===== src/rtl/ldesc_pkg.sv =====
package ldesc_pkg;

  localparam int DESC_WORDS = 4;
  localparam int OWN_BIT    = 29;
  localparam int EOQ_BIT    = 28;
  localparam int TDC_BIT    = 27;
  localparam logic [31:0] TEAR_SENTINEL = 32'hFFFF_FFFC;

  typedef enum logic [2:0] {
    ST_IDLE,
    ST_FETCH,
    ST_XFER,
    ST_WBACK,
    ST_NEXT,
    ST_TDOWN
  } chState_t;

  typedef struct packed {
    logic fetchClr;
    logic fetchOn;
    logic followNext;
    logic xferStep;
    logic wbMode;
    logic tdMode;
    logic takeHead;
  } chStrb_t;

endpackage


===== src/rtl/ldesc_ctrl.sv =====
module ldesc_ctrl
  import ldesc_pkg::*;
(
  input  logic    clk,
  input  logic    rstN,
  input  logic    enable,
  input  logic    tearReq,
  input  logic    headPend,
  input  logic    fetchDone,
  input  logic    ownerNow,
  input  logic    remZero,
  input  logic    nextZero,
  output chStrb_t strb,
  output logic    busy,
  output logic    doneEvt
);

  chState_t state, stateNxt;
  logic     tdPend;

  always_comb begin
    stateNxt = state;
    strb     = '0;
    unique case (state)
      ST_IDLE: begin
        if (tdPend) begin
          stateNxt = ST_TDOWN;
        end else if (enable && headPend) begin
          stateNxt      = ST_FETCH;
          strb.fetchClr = 1'b1;
          strb.takeHead = 1'b1;
        end
      end
      ST_FETCH: begin
        strb.fetchOn = 1'b1;
        if (fetchDone) begin
          if (!ownerNow)   stateNxt = ST_IDLE;
          else if (tdPend) stateNxt = ST_TDOWN;
          else             stateNxt = ST_XFER;
        end
      end
      ST_XFER: begin
        if (tdPend)       stateNxt = ST_TDOWN;
        else if (remZero) stateNxt = ST_WBACK;
        else              strb.xferStep = 1'b1;
      end
      ST_WBACK: begin
        strb.wbMode = 1'b1;
        stateNxt    = ST_NEXT;
      end
      ST_NEXT: begin
        if (tdPend) begin
          stateNxt = ST_TDOWN;
        end else if (nextZero) begin
          stateNxt = ST_IDLE;
        end else begin
          stateNxt        = ST_FETCH;
          strb.fetchClr   = 1'b1;
          strb.followNext = 1'b1;
        end
      end
      ST_TDOWN: begin
        strb.tdMode = 1'b1;
        stateNxt    = ST_IDLE;
      end
      default: stateNxt = ST_IDLE;
    endcase
  end

  always_ff @(posedge clk) begin
    if (!rstN) begin
      state  <= ST_IDLE;
      tdPend <= 1'b0;
    end else begin
      state <= stateNxt;
      if (state == ST_TDOWN) tdPend <= tearReq;
      else                   tdPend <= tdPend | tearReq;
    end
  end

  assign busy    = (state != ST_IDLE);
  assign doneEvt = (state == ST_NEXT);

  // no fetch may begin while the global enable is low
  p_enable_gate_r3: assert property (@(posedge clk) disable iff (!rstN)
    (state == ST_IDLE && !enable) |=> (state != ST_FETCH));

  // a pending teardown during stepping is taken on the next edge
  p_tear_taken_r8: assert property (@(posedge clk) disable iff (!rstN)
    (state == ST_XFER && tdPend) |=> (state == ST_TDOWN));

endmodule


===== src/rtl/ldesc_dpath.sv =====
module ldesc_dpath
  import ldesc_pkg::*;
#(
  parameter int AW   = 16,
  parameter int LENW = 11
) (
  input  logic          clk,
  input  logic          rstN,
  input  chStrb_t       strb,
  input  logic          busy,
  input  logic          headWrEn,
  input  logic [31:0]   headWrData,
  input  logic          complWrEn,
  input  logic [31:0]   complWrData,
  input  logic [31:0]   memRdata,
  output logic          memReq,
  output logic          memWe,
  output logic [AW-1:0] memAddr,
  output logic [31:0]   memWdata,
  output logic [31:0]   complPtr,
  output logic          xferValid,
  output logic [31:0]   xferPtr,
  output logic          headPend,
  output logic          fetchDone,
  output logic          ownerNow,
  output logic          remZero,
  output logic          nextZero
);

  localparam int FC_W = $clog2(DESC_WORDS + 1);
  localparam logic [FC_W-1:0] FC_LAST = FC_W'(DESC_WORDS);
  localparam logic [AW-1:0]   MODE_OFS = AW'((DESC_WORDS - 1) * 4);

  logic [AW-1:0]   baseAddr;
  logic [FC_W-1:0] fc;
  logic [31:0]     nextW, bufW, modeW, complR, ptrR;
  logic [LENW-1:0] rem;
  logic            live, headR;
  logic            rdGo, wrGo;
  logic [31:0]     wbData, tdData;

  assign rdGo      = strb.fetchOn && (fc < FC_LAST);
  assign wrGo      = strb.wbMode || (strb.tdMode && live);
  assign fetchDone = (fc == FC_LAST);
  assign ownerNow  = memRdata[OWN_BIT];
  assign remZero   = (rem == '0);
  assign nextZero  = (nextW == 32'd0);

  always_comb begin
    wbData          = modeW;
    wbData[OWN_BIT] = 1'b0;
    if (nextZero) wbData[EOQ_BIT] = 1'b1;
    tdData          = modeW;
    tdData[OWN_BIT] = 1'b0;
    tdData[TDC_BIT] = 1'b1;
  end

  always_comb begin
    memReq   = rdGo || wrGo;
    memWe    = wrGo;
    memAddr  = baseAddr;
    memWdata = '0;
    if (rdGo) begin
      memAddr = baseAddr + AW'({fc, 2'b00});
    end else if (wrGo) begin
      memAddr  = baseAddr + MODE_OFS;
      memWdata = strb.wbMode ? wbData : tdData;
    end
  end

  // head register and fetch sequencing
  always_ff @(posedge clk) begin
    if (!rstN) begin
      baseAddr <= '0;
      headR    <= 1'b0;
      fc       <= '0;
    end else begin
      if (strb.takeHead || strb.tdMode) begin
        headR <= 1'b0;
      end else if (headWrEn && !busy) begin
        if (headWrData != 32'd0) begin
          baseAddr <= headWrData[AW-1:0];
          headR    <= 1'b1;
        end else begin
          headR <= 1'b0;
        end
      end
      if (strb.followNext) baseAddr <= nextW[AW-1:0];
      if (strb.fetchClr)                         fc <= '0;
      else if (strb.fetchOn && fc != FC_LAST)    fc <= fc + 1'b1;
    end
  end

  // captured descriptor words, byte stepping and completion register
  always_ff @(posedge clk) begin
    if (!rstN) begin
      nextW  <= '0;
      bufW   <= '0;
      modeW  <= '0;
      rem    <= '0;
      ptrR   <= '0;
      live   <= 1'b0;
      complR <= '0;
    end else begin
      if (strb.fetchOn) begin
        unique case (fc)
          FC_W'(1): nextW <= memRdata;
          FC_W'(2): bufW  <= memRdata;
          FC_LAST: begin
            modeW <= memRdata;
            rem   <= memRdata[LENW-1:0];
            ptrR  <= bufW;
            live  <= memRdata[OWN_BIT];
          end
          default: ;
        endcase
      end
      if (strb.xferStep) begin
        rem  <= rem - 1'b1;
        ptrR <= ptrR + 32'd1;
      end
      if (strb.wbMode) begin
        complR <= 32'(baseAddr);
        live   <= 1'b0;
      end else if (strb.tdMode) begin
        complR <= TEAR_SENTINEL;
        live   <= 1'b0;
      end else if (complWrEn) begin
        complR <= complWrData;
      end
    end
  end

  assign complPtr  = complR;
  assign xferValid = strb.xferStep;
  assign xferPtr   = ptrR;
  assign headPend  = headR;

  // every mode word handed back to software has ownership released
  p_owner_rel_r5: assert property (@(posedge clk) disable iff (!rstN)
    (memReq && memWe) |-> !memWdata[OWN_BIT]);

  // consecutive byte steps advance the buffer address by one
  p_byte_step_r4: assert property (@(posedge clk) disable iff (!rstN)
    (xferValid && $past(xferValid)) |-> (xferPtr == $past(xferPtr) + 32'd1));

  // a fetch read is followed by the next read until the mode word is read
  p_read_burst_r2: assert property (@(posedge clk) disable iff (!rstN)
    (memReq && !memWe && memAddr[3:2] != 2'b11) |=> (memReq && !memWe));

endmodule


===== src/rtl/ldesc_channel.sv =====
module ldesc_channel
  import ldesc_pkg::*;
#(
  parameter int AW   = 16,
  parameter int LENW = 11
) (
  input  logic          clk,
  input  logic          rstN,
  input  logic          enable,
  input  logic          headWrEn,
  input  logic [31:0]   headWrData,
  input  logic          complWrEn,
  input  logic [31:0]   complWrData,
  input  logic          tearReq,
  output logic          memReq,
  output logic          memWe,
  output logic [AW-1:0] memAddr,
  output logic [31:0]   memWdata,
  input  logic [31:0]   memRdata,
  output logic [31:0]   complPtr,
  output logic          xferValid,
  output logic [31:0]   xferPtr,
  output logic          doneEvt,
  output logic          busy
);

  chStrb_t strb;
  logic    headPend, fetchDone, ownerNow, remZero, nextZero;

  ldesc_ctrl u_ctrl (
    .clk       (clk),
    .rstN      (rstN),
    .enable    (enable),
    .tearReq   (tearReq),
    .headPend  (headPend),
    .fetchDone (fetchDone),
    .ownerNow  (ownerNow),
    .remZero   (remZero),
    .nextZero  (nextZero),
    .strb      (strb),
    .busy      (busy),
    .doneEvt   (doneEvt)
  );

  ldesc_dpath #(.AW(AW), .LENW(LENW)) u_dpath (
    .clk         (clk),
    .rstN        (rstN),
    .strb        (strb),
    .busy        (busy),
    .headWrEn    (headWrEn),
    .headWrData  (headWrData),
    .complWrEn   (complWrEn),
    .complWrData (complWrData),
    .memRdata    (memRdata),
    .memReq      (memReq),
    .memWe       (memWe),
    .memAddr     (memAddr),
    .memWdata    (memWdata),
    .complPtr    (complPtr),
    .xferValid   (xferValid),
    .xferPtr     (xferPtr),
    .headPend    (headPend),
    .fetchDone   (fetchDone),
    .ownerNow    (ownerNow),
    .remZero     (remZero),
    .nextZero    (nextZero)
  );

  // the completion event follows a descriptor write by one cycle
  p_evt_after_wb_r5: assert property (@(posedge clk) disable iff (!rstN)
    doneEvt |-> $past(memReq && memWe));

  // an idle channel leaves the descriptor RAM alone
  p_idle_quiet_r1: assert property (@(posedge clk) disable iff (!rstN)
    !busy |-> !memReq);

endmodule


===== config.mk =====
export PLATFORM = sky130hd
export DESIGN_NAME = ldesc_channel
export DESIGN_NICKNAME = d
export VERILOG_FILES = /design/src/rtl/ldesc_pkg.sv /design/src/rtl/ldesc_ctrl.sv /design/src/rtl/ldesc_dpath.sv /design/src/rtl/ldesc_channel.sv
export SDC_FILE = /design/constraint.sdc
export NUM_CORES = 1
export LEC_CHECK = 0
export BUFFER_PORTS_ARGS = -buffer_cell sky130_fd_sc_hd__clkbuf_2
export CAP_MARGIN = 20
export CORE_ASPECT_RATIO = 0.9
export CORE_MARGIN = 4
export CORE_UTILIZATION = 40
export CTS_CLUSTER_SIZE = 40
export DETAILED_ROUTE_END_ITERATION = 16
export PLACE_DENSITY = 0.75
export SLEW_MARGIN = 20
export SYNTH_ARGS = -nofsm -noshare
export SYNTH_HDL_FRONTEND = slang
export SYNTH_SLANG_ARGS = --single-unit

===== constraint.sdc =====
create_clock -name clk -period 3.7 [get_ports clk]
set_clock_uncertainty 0.15 [all_clocks]
set_input_delay 0.74 -clock clk [delete_from_list [all_inputs] [get_ports clk]]
set_output_delay 0.74 -clock clk [all_outputs]
set_load 0.1 [all_outputs]

-- Yosys cells after proc, flatten, opt, wreduce, memory -nomap -nowiden
Index checks and enable logic that the tools add are counted.
W data, S select, Z words.
- register bits: 196
- input port bits: 102
- output and inout bits: 117
- word-level logic and storage cells: 108
- $add $sub $neg: 5
- order comparisons: 1
- equality and inequality tests: 13
- muxes and demuxes: 44
- bitwise logic cells: 2
- reduce and logical (&&, ||, !) cells: 30
- operators with widths (cell ; number):
    $mux W32 ; 7
    $mux W16 ; 7
    $mux W11 ; 3
    $add A32 B1 Y32 const B ; 1
    $logic_not A32 Y1 ; 1
    $reduce_bool A32 Y1 ; 1
    $mux W29 ; 1
    $mux W3 ; 8
    $add A16 B4 Y16 const B ; 1
    $add A16 B5 Y16 ; 1
    $mux W1 ; 16
    $pmux W3 S5 ; 1
    $logic_not A11 Y1 ; 1
    $sub A11 B1 Y11 const B ; 1
    $reduce_bool A2 Y1 ; 5
    $eq A3 B2 Y1 const B ; 3
    $eq A3 B3 Y1 const B ; 3
    $reduce_and A2 Y1 ; 4
    $eq A3 B1 Y1 const B ; 2
    $reduce_and A3 Y1 ; 2
    $reduce_bool A3 Y1 ; 2
    $reduce_or A2 Y1 ; 3
    $logic_and A1 B1 Y1 ; 5
    $ne A2 B2 Y1 const B ; 2
    other kinds (12) ; 14

-- Longest topological paths before layout
Gate-level depths: netlist (run 1).
- word-level depth: 7
- depth in mapped cells: 9
- depth with buffers taken out: 8

-- By module
A second synthesis (run 1) with hierarchy kept.
- cell total of the unflattened synthesis: 1186
- area, all modules: 9305.2 µm²
- modules (own cells, without submodules) (module ; times used ; cells an instance ; area an instance (µm²) ; seq. area each (µm²)):
    ldesc_dpath ; 1 ; 1139 ; 8972.4 ; 3823.7
    ldesc_ctrl ; 1 ; 47 ; 332.8 ; 80.1

-- Worst setup path after synthesis (run 1)
OpenSTA, ideal clock, no wires.
- kind: register -> output
- start: register u_ctrl.state[1]
- end: output memAddr[2]
- data arrival time: 3770 ps
- data required time: 2810 ps
- path slack: -960 ps
- cell stages (with the launch flop): 8
- buffers on the path: 1
- path through: dfxtp_1 -> clkbuf_1 -> nand3b_1 -> a21bo_2 -> inv_1 -> nor2_1 -> inv_1 -> o21ai_0
- cells in the longest elaborated chain, start to end: 6
- elaborated cells between the ends (all ways): 11
- those cells by class: eq/ne (3); mux (5); reduce/logical (3)
- RTL lines (item ; line ; text):
    start, declared ; ldesc_ctrl.sv:18 ; chState_t state, stateNxt;
    start signal, assigned ; ldesc_ctrl.sv:75 ; state <= stateNxt;
    $eq A3 B3 Y1 ; ldesc_ctrl.sv:24 ; unique case (state)
    $mux W1 ; ldesc_ctrl.sv:24 ;
    $logic_and A1 B1 Y1 ; ldesc_dpath.sv:43 ; assign wrGo = strb.wbMode || (strb.tdMode && live);
    $logic_or A1 B1 Y1 ; ldesc_dpath.sv:43 ;
    $mux W16 ; ldesc_dpath.sv:65 ; end else if (wrGo) begin
    $mux W16 (*) ; ldesc_dpath.sv:63 ; if (rdGo) begin
    end, declared ; ldesc_channel.sv:17 ; output logic [AW-1:0] memAddr,
Mark *: on every way between the ends. The rest lies on a longest branch, timed or not.

-- Final worst setup path (run 1)
- start: register u_ctrl.state[2]
- end: output memAddr[15]
Same word-level chain as after synthesis.

==> summary.md, run 1 <==
| Metric | Value |
|---|---|
| Run status | `finished, final reports clean` |
| Area after DPL | `10500 um2` |
| # rows | `51` |
| Largest net degree at the start of global routing | `a little under 90` |
| Syn_nets | `approximately 1300` |
| Drc violations | `0` |
| Reg2Reg Setup Slack | `~1100 ps` |
| Starting density of the core | `0.413` |
| CTS max path bufs | `2` |
| Core Region | `roughly 22000 um2` |
| Largest delay share family, worst path | `simple AND/OR/NAND/NOR gates` |
| Stages on the worst setup path | `5` |
| TritonRoute pass-1 iters | `6` |
| CP Launch Type | `register` |
| Die ar. | `about 25000 um2` |
| Maxcap violations | `0` |
| Die X | `167 um` |
| WL/cell | `17.4 um` |
| I/O Pins | `approximately 220` |
| Sequential share of the synthesized area | `0.431` |
| Reg2reg path depth | `5` |
| Crit-path slowest cell | `or4b_1` |
| Critical path data required time | `2810 ps` |
| Flops & latches, synth | `about 200` |
| Vias in the first global route | `~9000` |
| Gate Count Post-Synth | `1168` |
| Synth Cell Area | `9060 um2` |
| Post-synth top flop | `dfxtp_1` |
| YS warnings | `0` |
| Pwr per Cell Area | `roughly 530 nW/um2` |
| Hold endpoint | `u_dpath.modeW[4]$_SDFFE_PN0P_` |
| Fmax | `between 0.2 and 0.3 GHz` |
| Die height | `151 um` |
| Tot GR Track Use | `0.221` |
| First-pass GRT wire length | `between 40000 and 50000 um` |
| Slew Limit Fails | `0` |
| Top routing layer used | `met5` |
| Min cycle time layout | `about 3600 ps` |
| GRT Residual Overflow | `0` |
| CP bufs+invs | `1` |
| Asr flop ratio synth | `0` |
| Hold path startpoint | `u_dpath.modeW[4]$_SDFFE_PN0P_` |
| Worst vdd ir | `roughly 0.00029 V` |
| Worst Path Arrival | `approximately 2700 ps` |
| Number of synthesized flops with an enable pin | `0` |
| IO Port Bufs | `between 200 and 250` |
| Routed Antenna Nets | `0` |
| NumNets Final | `~1500` |
| Hold depth | `2` |
| Initial DRC Count | `~780` |
| Layout cells sized above 1 | `0.222` |
| Rel. slew slack | `0.337` |
| Worst-margin pin slew | `around 1000 ps` |
| CTS tree | `yes` |
| Final setup vio count | `0` |
| Netlist cell types | `73` |
| Antenna violations before repair | `2` |
| Routed Wire Length | `28600 um` |
| Post-detail-place hpwl | `20700 um` |
| Endpoint class of the critical path | `output pin` |
| RSZ-0062 raised after global routing | `false` |
| Final std cells w/o fill | `between 1500 and 2000` |
| Met3 wire length | `2150 um` |
| Worst R2R End | `u_dpath.xferPtr[17]$_SDFFE_PN0P_` |
| Wire length on met2 | `~13000 um` |
| CTS buffer count | `17` |
| Post-Syn Area per Cell | `7.76 um2` |
| Crit Reg-Reg Startpoint | `u_ctrl.state[1]$_SDFFE_PN0P_` |
| Worst skew pair latency | `between 400 and 500 ps` |
| CP cell instances | `or4b_1 -> o32a_1 -> nor3_2 -> xor2_2 -> buf_4` |
| H-Tree Depth | `4` |
| Syn-to-layout area delta | `22.3%` |
| Clock sink count | `195` |
| Setup Crit Path Kind | `reg2out` |
| Final Util | `0.505` |
| Placer congestion estimate | `0.857` |
| Post-Layout Inst Area | `~11000 um2` |
| Worst Path Max Fanout | `16` |
| Max stage delay on crit path | `about 650 ps` |
| Root Buffer | `clkbuf_16` |
| Via count | `~9300` |
| Worst-path clk slew | `around 70 ps` |
| P_leak | `~0.0043 uW` |
| Min-Delay Path Class | `reg2reg` |
| Period utilization | `0.965` |
| Vias per cell | `5.63` |
| Final hold vios | `0` |
| M1 WL | `12300 um` |
| Cells after DPL | `1615` |
==> cells in the mapped netlist, types with 3 or more instances <==
cell,count,share of area
xor2_1,8,0.0077
o22ai_1,4,0.0028
a31oi_1,47,0.032
and3_1,10,0.0069
and4_1,3,0.0029
inv_1,17,0.0070
o211ai_1,15,0.012
or4_1,7,0.0058
o311ai_1,5,0.0048
or4_4,3,0.0037
a21oi_1,149,0.082
mux2i_1,20,0.022
or3_1,12,0.0083
clkbuf_1,57,0.024
nand2b_1,6,0.0041
nand3b_1,5,0.0041
buf_1,7,0.0029
and2_1,37,0.026
a2bb2oi_1,6,0.0058
nand4_1,19,0.013
dfxtp_1,195,0.43
nor4_1,22,0.015
a22oi_1,5,0.0041
nand3_1,20,0.011
ha_1,10,0.014
xnor2_1,6,0.0058
o21ai_0,39,0.022
buf_2,13,0.0072
nor3_1,17,0.0094
nor2b_1,5,0.0035
o31a_1,3,0.0029
buf_4,4,0.0033
o21ai_1,9,0.0050
o2111ai_1,3,0.0029
nor2_1,23,0.0095
o21a_1,5,0.0041
nand2_1,310,0.13
==> per-layer routing <==
layer	vias up	global-route usage
met4	2	0.0744
li1	4453	-
met5	-	0
met3	60	0.0491
met2	394	0.365
met1	4376	0.289
==> layout by cell type, fill, tap and decap left out, types with 4 or more instances in the layout <==
master,synthesis,routed
buf_4,4,24
mux2i_1,20,20
and3_1,10,9
buf_12,0,5
clkbuf_16,0,17
o21ai_1,9,10
nand2b_1,6,6
a2bb2oi_1,6,6
a21oi_1,149,148
and2_1,37,37
a31oi_1,47,47
o21a_1,5,5
clkbuf_2,0,207
nand4_1,19,19
o22ai_1,4,4
dfxtp_1,195,194
ha_1,10,10
nand2_1,310,310
xor2_2,0,6
clkinv_2,0,5
a22oi_1,5,5
nor3_1,17,16
or4_1,7,7
o211ai_1,15,15
nor2_1,23,23
o21ai_0,39,37
o311ai_1,5,5
nor2b_1,5,5
nand3_1,20,19
nor4_1,22,22
nand3b_1,5,5
inv_1,17,17
or3_1,12,12
==> worst register-to-register path, delay by kind of cell, from the launching register on <==
family / cells / cell delay, ps
AND/OR/NAND/NOR: 4 / 1680
AO/OA/AOI/OAI: 1 / 190
flip-flops: 1 / 550
==> cell type report <==
class / count / area, um2
Fill cell: 2167 / 10900
Multi-Input combinational cell: 873 / 4840
Sequential cell: 195 / 3910
Timing Repair Buffer: 237 / 1330
Clock buffer: 20 / 457
Tap cell: 291 / 364
Clock inverter: 12 / 108
Inverter: 19 / 72.6
Antenna cell: 1 / 2.50
==> where the power goes <==
group,total (uW),leakage [uW],internal [uW],switching (uW)
Sequential,2400,0.00158,2240,158
Clock,1790,0.000272,964,827
Combinational,1670,0.00246,415,1260
Total,5860,0.00431,3620,2240
==> flip-flops by register name (all words and copies together) (netlist names) <==
name and flops:
u_dpath.modeW 31, u_dpath.headPend 1, u_dpath.live 1, u_dpath.xferPtr 32
u_dpath.baseAddr 16, u_dpath.fc 3, u_ctrl.state 3, u_dpath.rem 11
u_dpath.nextW 32, u_ctrl.tdPend 1, u_dpath.complPtr 32, u_dpath.bufW 32
==> cells by family after synthesis <==
kind of cell / count (synthesis) / synth area share
mux: 21 / 0.0233
buf+inv: 100 / 0.0449
compound gates: 310 / 0.201
other cells: 1 / 0.000414
xor+xnor: 14 / 0.0135
fa+ha+maj: 11 / 0.0160
simple gates: 516 / 0.270
flops: 195 / 0.431
==> worst max-delay path by stage <==
stage | startpoint | endpoint | slack [ps]
floorplan | u_ctrl.state[1]$_SDFFE_PN0P_ | memAddr[2] | -220
global placement | u_ctrl.state[0]$_SDFFE_PN0P_ | memAddr[11] | 480
detailed placement | u_ctrl.state[0]$_SDFFE_PN0P_ | memAddr[13] | 400
CTS | u_ctrl.state[0]$_SDFFE_PN0P_ | memAddr[13] | 50
global route | u_ctrl.state[2]$_SDFFE_PN0P_ | memAddr[11] | 20
finish | u_ctrl.state[2]$_SDFFE_PN0P_ | memAddr[15] | 130
==> stage by stage <==
stage | hold slack (ps) | power, uW | worst slack (ps) | TNS (ps)
CTS | 305 | 5880 | 46.7 | 0
detailed placement | 296 | 4100 | 395 | 0
finish | 303 | 5860 | 131 | 0
floorplan | 282 | 3680 | -223 | -1340
global placement | 289 | 4070 | 482 | 0
global route | 321 | 6090 | 22.6 | 0
==> repair_timing <==
action	4_1_cts	5_1_grt
hold buffers	0	0
buffers inserted	0	0
gates resized for setup	4	6
setup endpoints to repair	4	7
Power figures use the tool's default switching activity.
==> run 2: changes to the inputs <==
- CORE_ASPECT_RATIO: 0.9 -> 2
- SKIP_LAST_GASP: not set -> 1
==> run 2 against run 1 <==
Non-clock buffer count grew 2. Critical endpoint is now memAddr[11]. Global-route usage grew 1.3 points. Utilization shrank 0.18 points. Cell count shrank 0.85%. Worst hold slack gained 2.1 ps. Wire length grew 4.8%. Count of clock-buffer cells in the layout is the same. Largest cell class unchanged. Sequential cell count is the same. Largest power group unchanged.
==> summary.md, run 2 (same netlist as run 1, synthesis figures left out) <==
| Metric | Value |
|---|---|
| RSZ-0062 raised after global routing | `false` |
| Post-detail-place hpwl | `~23000 um` |
| Maxcap violations | `0` |
| Core Region | `around 22000 um2` |
| Post-place setup slack | `roughly 370 ps` |
| Placer congestion estimate | `roughly 0.95` |
| Pwr per Cell Area | `548 nW/um2` |
| Worst skew pair latency | `approximately 450 ps` |
| Final setup vio count | `0` |
| CTS buffer count | `17` |
| First-pass GRT wire length | `between 40000 and 50000 um` |
| WL/cell | `~18 um` |
| Run status | `finished, final reports clean` |
| Clock sink count | `195` |
| Worst Path Arrival | `2650 ps` |
| Die height | `221 um` |
| Worst Path Max Fanout | `15` |
| WHS | `~300 ps` |
| Routed Antenna Nets | `0` |
| Worst-margin pin slew | `between 900 and 1000 ps` |
| Layout cells sized above 1 | `0.225` |
| Die X | `114 um` |
| Int Power | `3860 uW` |
| CTS tree | `yes` |
| Critical path data required time | `about 2800 ps` |
| Worst-path clk slew | `approximately 70 ps` |
| Antenna violations before repair | `0` |
| Final hold vios | `0` |
| Cells after DPL | `roughly 1600` |
| Min cycle time layout | `about 3500 ps` |
| Fmax | `between 0.2 and 0.3 GHz` |
| Sw frac | `0.371` |
| Starting density of the core | `0.407` |
| Worst vdd ir | `between 0.0004 and 0.0005 V` |
| IO Port Bufs | `about 220` |
| Slew Limit Fails | `0` |
| Vias per cell | `between 5 and 6` |
| # rows | `77` |
| Clock power share | `0.332` |
| NumNets Final | `between 1000 and 1500` |
| Commonest non-fill, non-tap cell in the layout | `nand2_1` |
| I/O Pins | `between 200 and 250` |
| Setup Crit Path Kind | `reg2out` |
| Vias in the first global route | `9074` |
| Via count | `about 9200` |
| Final Worst Setup Slack | `around 160 ps` |
| Initial DRC Count | `about 670` |
| CTS max path bufs | `2` |
| Rel. slew slack | `0.348` |
| Highest-count cells in the layout ignoring fill and taps | `310 x nand2_1, 207 x clkbuf_2, 193 x dfxtp_1` |
| Sequential Power Share | `0.391` |
| Final std cells w/o fill | `around 1600` |
| Area after DPL | `10500 um2` |
| Routed Wire Length | `around 30000 um` |
| Period utilization | `0.957` |
| Diodes inserted | `0` |
| Drc violations | `0` |
| TritonRoute pass-1 iters | `8` |
| Logic pwr share | `0.276` |
| Root Buffer | `clkbuf_16` |
| Endpoint class of the critical path | `output pin` |
| Tot GR Track Use | `0.234` |
| H-Tree Depth | `4` |
| Min-Delay Path Class | `reg2reg` |
| Largest net degree at the start of global routing | `roughly 90` |
| Post-Layout Inst Area | `between 10000 and 15000 um2` |
| Switching power of the nets | `approximately 2300 uW` |
| P_leak | `0.00436 uW` |
| Syn-to-layout area delta | `23.5%` |
| Die ar. | `around 25000 um2` |
| Post-CTS Setup Inserts | `0` |
| GRT Residual Overflow | `0` |
| CP Launch Type | `register` |
## run 2: routing by layer
metal | track usage | part of all wire | up-vias
li1 | - | - | 4464
met1 | 0.242 | 0.36 | 4316
met2 | 0.431 | 0.54 | 339
met3 | 0.0399 | 0.055 | 78
met4 | 0.130 | 0.048 | 0
met5 | 0 | 0 | -
## run 2: timing repair
item	CTS	global route
hold buffers	0	0
resized for setup	6	7
setup endpoints to repair	6	10
## run 2: per-stage QoR
step | total power (uW) | util | TNS (ps)
4_1_cts | 6160 | 0.502 | 0
3_5_place_dp | 4130 | 0.472 | 0
6_report | 6130 | 0.503 | 0
5_1_grt | 6370 | 0.503 | 0
3_3_place_gp | 4100 | 0.472 | 0
2_1_floorplan | 3680 | - | -1340
## run 2: final cells by class
| type | count | area, um2 |
|---|---|---|
| clock buffers | 20 | 457 |
| flip-flops and latches | 195 | 3910 |
| multi-input cells | 873 | 4850 |
| fillers | 2159 | 11100 |
| clock inverters | 12 | 193 |
| repair buffers | 239 | 1360 |
| well taps | 276 | 345 |
| inverters | 19 | 76.3 |
## run 2: final timing paths
kind | endpoint | slack [ps] | cells past startpoint | startpoint
max | memAddr[11] | 160 | 5 | u_ctrl.state[1]$_SDFFE_PN0P_
min | u_dpath.modeW[3]$_SDFFE_PN0P_ | 310 | 2 | u_dpath.modeW[3]$_SDFFE_PN0P_
max reg2reg | u_dpath.rem[9]$_SDFFE_PN0P_ | 1000 | 5 | u_ctrl.state[1]$_SDFFE_PN0P_
min reg2reg | u_dpath.modeW[3]$_SDFFE_PN0P_ | 310 | 2 | u_dpath.modeW[3]$_SDFFE_PN0P_
## run 2: power groups by stage
stage	clock (uW)	sequential [uW]	combinational, uW
2_1_floorplan	0	2640	1050
3_3_place_gp	0	2430	1670
3_5_place_dp	0	2440	1690
4_1_cts	2070	2390	1700
5_1_grt	2150	2420	1800
6_report	2040	2400	1700
## run 2: critical path: stages (launching register included)
cell	delay [ps]
dfxtp_1	430
or4b_1	580
o32a_2	510
nor2_1	210
xor2_2	140
clkbuf_4	330
==> run 3: changes to the inputs <==
- ABC_AREA: not set -> 1
- CELL_PAD_IN_SITES_DETAIL_PLACEMENT: not set -> 1
- CELL_PAD_IN_SITES_GLOBAL_PLACEMENT: not set -> 1
- GPL_TIMING_DRIVEN: not set -> 0
- PLACE_DENSITY: 0.75 -> 0.95
==> run 3 against run 2 <==
Register-to-register slack improved by 120 ps. Sequential power about the same. Utilization decreased by 0.59 points. Global-route usage increased by 7.0 points. Die area increased by 7.0%. Worst setup slack got worse by 45 ps. Largest cell class unchanged. Critical path depth increased by 4. Non-clock buffer count increased by 52. Critical path type unchanged. First-iteration DRC count decreased by 14%. Count of clock-buffer cells in the layout increased by 1. Clock power about the same.
==> summary.md, run 3 <==
| Metric | Value |
|---|---|
| Core Region | `between 20000 and 25000 um2` |
| Sequential Power Share | `0.372` |
| Most numerous cell in the Yosys netlist | `nand2_1` |
| NumNets Final | `approximately 1800` |
| Most common library cells after synthesis | `313 x nand2_1, 224 x nor2_1, 195 x dfxtp_1` |
| CP cell instances | `inv_2 -> nand3_4 -> inv_4 -> nand2_2 -> nand2_8 -> inv_4 -> clkbuf_1 -> nor2_1 -> clkbuf_2` |
| Largest area contributor in the netlist | `dfxtp_1` |
| GR Util met3 | `0.0582` |
| Final Util | `0.497` |
| TritonRoute pass-1 iters | `5` |
| Layout cells sized above 1 | `0.192` |
| Tot GR Track Use | `0.303` |
| Endpoint class of the critical path | `output pin` |
| Highest-count cells in the layout ignoring fill and taps | `312 x nand2_1, 224 x nor2_1, 205 x clkbuf_2` |
| Drc violations | `0` |
| Critical path data required time | `between 2000 and 3000 ps` |
| CTS max path bufs | `2` |
| Die height | `between 200 and 250 um` |
| CTS buffer count | `17` |
| Starting density of the core | `0.407` |
| Post-synth top flop | `dfxtp_1` |
| Clock power share | `0.314` |
| Post-detail-place hpwl | `32400 um` |
| Routed Wire Length | `between 40000 and 50000 um` |
| Gate Count Post-Synth | `about 1500` |
| Synth top area cells | `dfxtp_1 40%, nand2_1 12%, nor2_1 8.6%, a21oi_1 7.7%, o21ai_0 7.5%` |
| Worst skew pair latency | `roughly 460 ps` |
| Placer congestion estimate | `just under 1` |
| Worst-margin pin slew | `a little under 700 ps` |
| Worst vdd ir | `around 0.00053 V` |
| Top cell type's share of synthesized area | `0.401` |
| Via count | `11202` |
| Min-Delay Path Class | `reg2reg` |
| Period utilization | `0.969` |
| CTS tree | `yes` |
| Die ar. | `27000 um2` |
| Final hold vios | `0` |
| Antenna violations before repair | `1` |
| Area of the multi-input gates | `approximately 5000 um2` |
| GRT Residual Overflow | `0` |
| Vias per cell | `approximately 5.6` |
| Run status | `finished, final reports clean` |
| Maxcap violations | `0` |
| Netlist cell types | `44` |
| Total power | `between 6000 and 7000 uW` |
| Final setup vio count | `0` |
| Routed Antenna Nets | `0` |
| Rel. slew slack | `0.542` |
| I/O Pins | `between 200 and 250` |
| # rows | `80` |
| First-pass GRT wire length | `64000 um` |
| Asr flop ratio synth | `0` |
| Pwr per Cell Area | `roughly 550 nW/um2` |
| Setup Crit Path Kind | `reg2out` |
| Largest net degree at the start of global routing | `17` |
| Met1 Usage GRT | `0.260` |
| Clock sink count | `about 200` |
| WL/cell | `20.9 um` |
| Worst Path Max Fanout | `10` |
| Syn-to-layout area delta | `22.2%` |
| Fmax | `~0.28 GHz` |
| Synth Cell Area | `between 9000 and 10000 um2` |
| Setup TNS | `0 ps` |
| Die X | `between 100 and 150 um` |
| Min cycle time layout | `about 3600 ps` |
| Post-Layout Inst Area | `between 10000 and 15000 um2` |
| RSZ-0062 raised after global routing | `false` |
| Post-Syn Area per Cell | `approximately 6.7 um2` |
| M2 GR Usage | `0.568` |
| H-Tree Depth | `4` |
| Sw frac | `0.406` |
| Logic pwr share | `0.314` |
| Worst-path clk slew | `approximately 70 ps` |
| Crit-path most repeated cell | `inv_4` |
| Max stage delay on crit path | `about 500 ps` |
| Flops & latches, synth | `roughly 200` |
| Int Power | `3880 uW` |
| Crit-path slowest cell | `dfxtp_1` |
| YS warnings | `0` |
| Switching power of the nets | `about 2700 uW` |
| Sequential share of the synthesized area | `0.401` |
| Commonest non-fill, non-tap cell in the layout | `nand2_1` |
| Area after DPL | `11200 um2` |
| Worst Path Arrival | `between 2000 and 3000 ps` |
| Root Buffer | `clkbuf_16` |
| Initial DRC Count | `approximately 580` |
| Vias in the first global route | `12282` |
| CP Launch Type | `register` |
| Reg area | `just under 4000 um2` |
| GRT busiest layer | `met2` |
| Number of synthesized flops with an enable pin | `0` |
| Slew Limit Fails | `0` |
| IO Port Bufs | `approximately 220` |
| P_leak | `slightly below 0.005 uW` |
| Number of fill cells | `about 3200` |
| Syn_nets | `between 1500 and 2000` |
## run 3: metal layers
layer | vias to the layer above | part of all wire
met4 | 0 | 0.099
met2 | 477 | 0.54
met3 | 233 | 0.052
li1 | 5184 | -
met5 | - | 0
met1 | 5308 | 0.31
## run 3: final cells by class
class,instances,area share
inverter,138,0.0442
timing repair buffer,216,0.0922
sequential,195,0.328
antenna,1,0.000210
clock buffer,21,0.0387
buffer,75,0.0304
tap,287,0.0302
multi-input combinational,1045,0.421
clock inverter,11,0.0147
## run 3: worst max-delay path: cells and delay by family, from the launching register on
family                 cells  cell delay (ps)
and+or+nand+nor            4              460
buffers and inverters      5             1250
DFF                        1              500
## run 3: cell families after synthesis
group	count (synthesis)	share of synthesized area
compound gates	334	0.180
xor+xnor	27	0.0243
fa+ha+maj	11	0.0149
buf+inv	213	0.0908
flops	195	0.401
other cells	1	0.000386
simple gates	672	0.288
## run 3: power groups by stage
| stage | clock network [uW] | logic, uW | registers (uW) |
|---|---|---|---|
| after floorplan | 0 | 1320 | 2640 |
| after global placement | 0 | 1970 | 2460 |
| after detailed placement | 0 | 2020 | 2470 |
| after CTS | 2060 | 2050 | 2430 |
| after global routing | 2140 | 2190 | 2450 |
| final | 2050 | 2050 | 2430 |
## run 3: stage by stage
stage          instances  worst slack (ps)  hold slack [ps]
5_1_grt             1989              2.54              321
6_report            1989               114              281
4_1_cts             1988              69.9              282
3_3_place_gp        1956               521              266
2_1_floorplan       1453              23.6              256
3_5_place_dp        1956               480              281
## run 3: final timing paths
path                                   startpoint  cells after the start                          endpoint  slack [ps]
setup / recovery     u_ctrl.state[1]$_SDFFE_PN0P_                      9                       memWdata[4]         110
hold / removal        u_dpath.rem[0]$_SDFFE_PN0P_                      1       u_dpath.rem[0]$_SDFFE_PN0P_         280
setup reg to reg  u_dpath.xferPtr[0]$_SDFFE_PN0P_                     11  u_dpath.xferPtr[18]$_SDFFE_PN0P_        1120
hold reg to reg       u_dpath.rem[0]$_SDFFE_PN0P_                      1       u_dpath.rem[0]$_SDFFE_PN0P_         280
## run 3: what timing repair did
| action | CTS | global route |
|---|---|---|
| gates resized for setup | 2 | 18 |
| setup endpoints to repair | 6 | 13 |
| setup buffers | 0 | 0 |
| gates cloned | 0 | 0 |
| hold buffers | 0 | 0 |
